### src/rtl/margin_sweep_ctrl.sv
module margin_sweep_ctrl #(
  parameter int LANES       = 72,
  parameter int GROUP_LANES = 8,
  parameter int TAP_W       = 6,
  localparam int GROUPS = LANES / GROUP_LANES,
  localparam int GW     = (GROUPS > 1) ? $clog2(GROUPS) : 1,
  localparam int LW     = (GROUP_LANES > 1) ? $clog2(GROUP_LANES) : 1,
  localparam int PS_W   = TAP_W + 9
) (
  input  logic             clk,
  input  logic             rst_n,
  input  logic             start,
  input  logic             write_mode,
  input  logic [TAP_W-1:0] max_tap,
  output logic [TAP_W-1:0] tap_val,
  output logic             tap_write,
  output logic             tap_strobe,
  output logic [GW-1:0]    tap_group,
  output logic [LW-1:0]    tap_lane,
  output logic             step_req,
  input  logic             step_ack,
  input  logic             step_fail,
  output logic             busy,
  output logic             done,
  input  logic [GW-1:0]    rd_group,
  output logic [TAP_W:0]   rd_margin,
  output logic [PS_W-1:0]  rd_ps,
  output logic             rd_sat
);
  typedef enum logic [1:0] {S_IDLE, S_REQ, S_GAP, S_DONE} st_t;

  st_t              st;
  logic [TAP_W-1:0] tap, maxt, setup_min;
  logic [GW-1:0]    grp;
  logic [LW-1:0]    lane;
  logic             strobe_ph, wr, grp_sat;
  logic [TAP_W:0]   res_margin [GROUPS];
  logic             res_sat    [GROUPS];

  wire              sweep_end = step_fail || (tap >= maxt);
  wire [TAP_W-1:0]  sweep_m   = step_fail ? tap - 1'b1 : maxt;
  wire [TAP_W-1:0]  min_next  = (sweep_m < setup_min) ? sweep_m : setup_min;
  wire              can_start = (st == S_IDLE) || (st == S_DONE);

  always_ff @(posedge clk or negedge rst_n) begin
    if (!rst_n) begin
      st        <= S_IDLE;
      tap       <= '0;
      maxt      <= '0;
      setup_min <= '1;
      grp       <= '0;
      lane      <= '0;
      strobe_ph <= 1'b0;
      wr        <= 1'b0;
      grp_sat   <= 1'b0;
      for (int i = 0; i < GROUPS; i++) begin
        res_margin[i] <= '0;
        res_sat[i]    <= 1'b0;
      end
    end else begin
      if (can_start && start) begin
        wr        <= write_mode;
        maxt      <= max_tap;
        tap       <= TAP_W'(1);
        grp       <= '0;
        lane      <= '0;
        strobe_ph <= 1'b0;
        setup_min <= '1;
        grp_sat   <= 1'b0;
        st        <= S_REQ;
      end else if (st == S_GAP) begin
        st <= S_REQ;
      end else if (st == S_REQ && step_ack) begin
        st <= S_GAP;
        if (!sweep_end) begin
          tap <= tap + 1'b1;
        end else begin
          tap <= TAP_W'(1);
          if (!strobe_ph) begin
            setup_min <= min_next;
            grp_sat   <= grp_sat | ~step_fail;
            if (lane == LW'(GROUP_LANES - 1)) strobe_ph <= 1'b1;
            else lane <= lane + 1'b1;
          end else begin
            res_margin[grp] <= {1'b0, setup_min} + {1'b0, sweep_m};
            res_sat[grp]    <= grp_sat | ~step_fail;
            strobe_ph <= 1'b0;
            lane      <= '0;
            setup_min <= '1;
            grp_sat   <= 1'b0;
            if (grp == GW'(GROUPS - 1)) st <= S_DONE;
            else grp <= grp + 1'b1;
          end
        end
      end
    end
  end

  assign busy       = (st == S_REQ) || (st == S_GAP);
  assign done       = (st == S_DONE);
  assign step_req   = (st == S_REQ);
  assign tap_val    = busy ? tap : '0;
  assign tap_write  = wr;
  assign tap_strobe = strobe_ph;
  assign tap_group  = grp;
  assign tap_lane   = lane;

  wire rd_ok = int'(rd_group) < GROUPS;
  assign rd_margin = rd_ok ? res_margin[rd_group] : '0;
  assign rd_sat    = rd_ok ? res_sat[rd_group] : 1'b0;
  assign rd_ps     = PS_W'(rd_margin) * (wr ? PS_W'(146) : PS_W'(73));
endmodule


### config.mk
export PLATFORM = sky130hd
export DESIGN_NAME = margin_sweep_ctrl
export DESIGN_NICKNAME = d
export VERILOG_FILES = /design/src/rtl/margin_sweep_ctrl.sv
export SDC_FILE = /design/constraint.sdc
export NUM_CORES = 1
export LEC_CHECK = 0
export BUFFER_PORTS_ARGS = -buffer_cell sky130_fd_sc_hd__buf_2
export CORE_MARGIN = 5
export CORE_UTILIZATION = 45
export CTS_CLUSTER_DIAMETER = 120
export CTS_CLUSTER_SIZE = 30
export DETAILED_ROUTE_END_ITERATION = 8
export HOLD_SLACK_MARGIN = 0.05
export SLEW_MARGIN = 0
export SYNTH_ARGS = -nofsm -noshare
export SYNTH_HDL_FRONTEND = slang
export SYNTH_SLANG_ARGS = --single-unit
### constraint.sdc
create_clock -name clk -period 16.09 [get_ports clk]
set_clock_uncertainty 0.15 [all_clocks]
set_input_delay 1.609 -clock clk [delete_from_list [all_inputs] [get_ports clk]]
set_output_delay 1.609 -clock clk [all_outputs]
set_load 0.03 [all_outputs]
==> impl_metrics.ini <==
[run_status]
status = finished, final reports clean

[timing]
worst_slew_pin_slew_ps = 985
report.final.slew_viol_count = 0
timing.final.crit_share = 0.551
min_period_ps = 8870
finalSetupTns_ps = 0
final_hold_viol_count = 0
final-setup-viol-count = 0
grt_setup_unrepaired = no
slew_headroom = 0.339
max_clock_freq_mhz = 113

[route]
drt_pre_antenna_iters = 4
finalWirelength_mm = 14.5
wl_per_cell_um = 17.3
antenna_violating_nets_post_route = 0
number_of_remaining_drc_errors = 0
via_count = 4579
dr.first_iter.drc_count = 176
post_drt_via_cell_ratio = 5.44

[logic_synthesis]
yosysSeqAreaShare = 0.387
mappedNetlistArea_um2 = 6610
syn_area_per_cell_um2 = 11.1
async_flop_share = 1.00
synth.top_cell.area_share = 0.363
synth.area.top_cells = sky130_fd_sc_hd__dfrtp_1 36%, sky130_fd_sc_hd__mux2_2 12%, sky130_fd_sc_hd__ha_1 10%
netlist.top_cell.by_area = sky130_fd_sc_hd__dfrtp_1
synth_enable_flop_cells = 0
syn_inst = 593
yosys_warnings = 0
ys_seq_elements = 102
synth_top_flop_cell = sky130_fd_sc_hd__dfrtp_1
synth.lib_cells_used.distinct = 58

[clock_network]
cts_resized = 0
clk_transition_reported_paths_ps = 70
cts.hold.buffers_added = 0
clock-sinks = 102
cts_buffer_depth = 2
cts_buffers = 9
clock_tree_from_tritoncts = yes
cts.htree.levels = 3
cts_root_buffer = sky130_fd_sc_hd__clkbuf_16
insertion_delay_ps = 350
cts_setup_buffers = 0

[min_path]
hold_start = grp_sat$_DFFE_PN0P_
timing.hold.worst_endpoint = grp_sat$_DFFE_PN0P_
whs_path_depth = 1
hold_crit_path_type = reg2reg

[pwr]
cellPowerDensity_nw_per_um2 = 161
total_leakage_power_nw = 3.75
irDropWorstVdd_mv = 0.0886

[final_layout]
finalNetCount = 736
final.fill_count = 1356
non_filler_cell_area_final_um2 = 7380
multiInputGateArea_um2 = 3780
antenna-diode-count = 0
synthToLayoutAreaGrowth_pct = 11.6
post_route_cells_drive_above_1_share = 0.277
ff_latch_area_um2 = 2560

[die]
die_width_um = 131
core_area_um2 = 14500
rows = 44
floorplan.die_area_um2 = 17200
floorplan.io_pins = 57
floorplan.die.height_um = 131
floorplan.initialDensity = 0.457

[placement]
postPlaceCellArea_um2 = 7080
placement.io_buffers = 56
gp_routability_congestion = 0.811
post_dp_hpwl_mm = 10.7

[global_route]
vias_in_the_first_global_route = 4947
grt_first_pass_wirelength_mm = 25.3
global_route.usage.total = 0.177
gr-total-overflow = 0
grt_max_degree = 62
grt_antenna_before_repair = 0

[run]
max_cap_viol_count = 0

[setup_path]
timing.critical_path.buf_inv = 6
path_cells = buf_2, mux4_2, mux2i_1, o21ai_0, nor2b_1, ha_1, inv_1, fa_1, inv_1, fa_1, inv_1, fa_1, inv_1, ha_1, nand3_1, o22ai_1, nor4_1, nor3b_1, a311oi_1, xnor2_1, buf_2
criticalPathCategory = in2out
rr_endpoint = res_margin[33]$_DFFE_PN0P_
critPathLaunchType = primary input
worst-r2r-cell-count = 11
worst_ep_required_time_ps = 14330
path_delay_family = adder cells
critPathArrivalTime_ps = 7110
worstReg2RegStart = tap[0]$_DFFE_PN0P_
critical_path_slowest_stage_cell = sky130_fd_sc_hd__mux4_2
critPathMostFrequentCell = sky130_fd_sc_hd__inv_1
cpPeakStageDelay_ps = 600
timing.critical_path.to_type = primary output
ff2ff_setup_slack_ps = 12730
critical_path_cell_count = 21
critical_path.max_fanout = 19
layer usage:
layer | global-route usage | part of all wire | vias up
li1 | - | - | 2198
met1 | 0.229 | 0.44 | 2304
met2 | 0.307 | 0.51 | 66
met3 | 0.0386 | 0.036 | 11
met4 | 0.0352 | 0.0094 | 0
met5 | 0 | 0 | -
how the worst max path moves through the flow:
stage | slack [ps] | endpoint | from
final | 7220 | rd_ps[14] | rd_group[0]
after global routing | 6880 | rd_ps[14] | rd_group[0]
after CTS | 7160 | rd_ps[14] | rd_group[0]
after detailed placement | 7180 | rd_ps[14] | rd_group[0]
after global placement | 7350 | rd_ps[14] | rd_group[0]
after floorplan | 7430 | rd_ps[14] | rd_group[0]
Yosys cell counts, types with 6 or more instances:
library cell and number:
sky130_fd_sc_hd__a21o_1 7, sky130_fd_sc_hd__a21oi_1 19, sky130_fd_sc_hd__and2_1 7, sky130_fd_sc_hd__clkbuf_1 12
sky130_fd_sc_hd__dfrtp_1 96, sky130_fd_sc_hd__dfstp_2 6, sky130_fd_sc_hd__fa_1 13, sky130_fd_sc_hd__ha_1 55
sky130_fd_sc_hd__inv_1 54, sky130_fd_sc_hd__mux2_2 71, sky130_fd_sc_hd__mux2i_1 20, sky130_fd_sc_hd__mux4_2 15
sky130_fd_sc_hd__nand2_1 41, sky130_fd_sc_hd__nand2b_1 7, sky130_fd_sc_hd__nor2_1 22, sky130_fd_sc_hd__nor2b_1 10
sky130_fd_sc_hd__nor3b_1 7, sky130_fd_sc_hd__o21ai_0 34, sky130_fd_sc_hd__xnor2_1 14
state kept, by name (all words and copies together), names as in the netlist:
signal      flops
maxt            6
tap             6
tap_write       1
res_sat         9
grp_sat         1
tap_strobe      1
tap_group       4
tap_lane        3
res_margin     63
st              2
setup_min       6
logic make-up after synthesis:
group,synth area share
flip-flops,0.387
other,0.00114
XOR/XNOR,0.0252
multiplexers,0.202
buffers and inverters,0.0456
adder cells (fa/ha/maj),0.143
AO/OA/AOI/OAI,0.0838
AND/OR/NAND/NOR,0.111
stage by stage:
step                      instances  setup slack (ps)   util  hold WS [ps]  total power [mW]
after floorplan                 602              7430      -           295             0.812
after global placement          825              7350  0.489           308             0.967
after detailed placement        825              7180  0.489           321             0.984
after CTS                       841              7160  0.510           338              1.21
after global routing            841              6880  0.510           364              1.29
final                           841              7220  0.510           336              1.19
placed cells by master, fill, tap and decap left out, types with 19 or more instances in the layout:
| master | n |
|---|---|
| sky130_fd_sc_hd__buf_2 | 55 |
| sky130_fd_sc_hd__a21oi_1 | 19 |
| sky130_fd_sc_hd__nand2_1 | 41 |
| sky130_fd_sc_hd__o21ai_0 | 34 |
| sky130_fd_sc_hd__dfrtp_1 | 96 |
| sky130_fd_sc_hd__mux2_2 | 71 |
| sky130_fd_sc_hd__nor2_1 | 22 |
| sky130_fd_sc_hd__mux2i_1 | 20 |
| sky130_fd_sc_hd__ha_1 | 55 |
| sky130_fd_sc_hd__inv_1 | 54 |
cell type report:
| class | instances | share of cell area |
|---|---|---|
| Multi-Input combinational cell | 426 | 0.513 |
| Sequential cell | 102 | 0.347 |
| Timing Repair Buffer | 59 | 0.0414 |
| Tap cell | 184 | 0.0312 |
| Clock buffer | 9 | 0.0305 |
| Inverter | 54 | 0.0275 |
| Clock inverter | 7 | 0.0100 |
power breakdown:
part | leakage (nW) | switching, mW | internal (mW) | total, mW
combinational | 2.25 | 0.418 | 0.223 | 0.641
sequential | 1.35 | 0.0335 | 0.297 | 0.330
clock | 0.146 | 0.0983 | 0.121 | 0.219
total | 3.75 | 0.550 | 0.641 | 1.19
No activity file was read; power rests on OpenSTA's default activity.
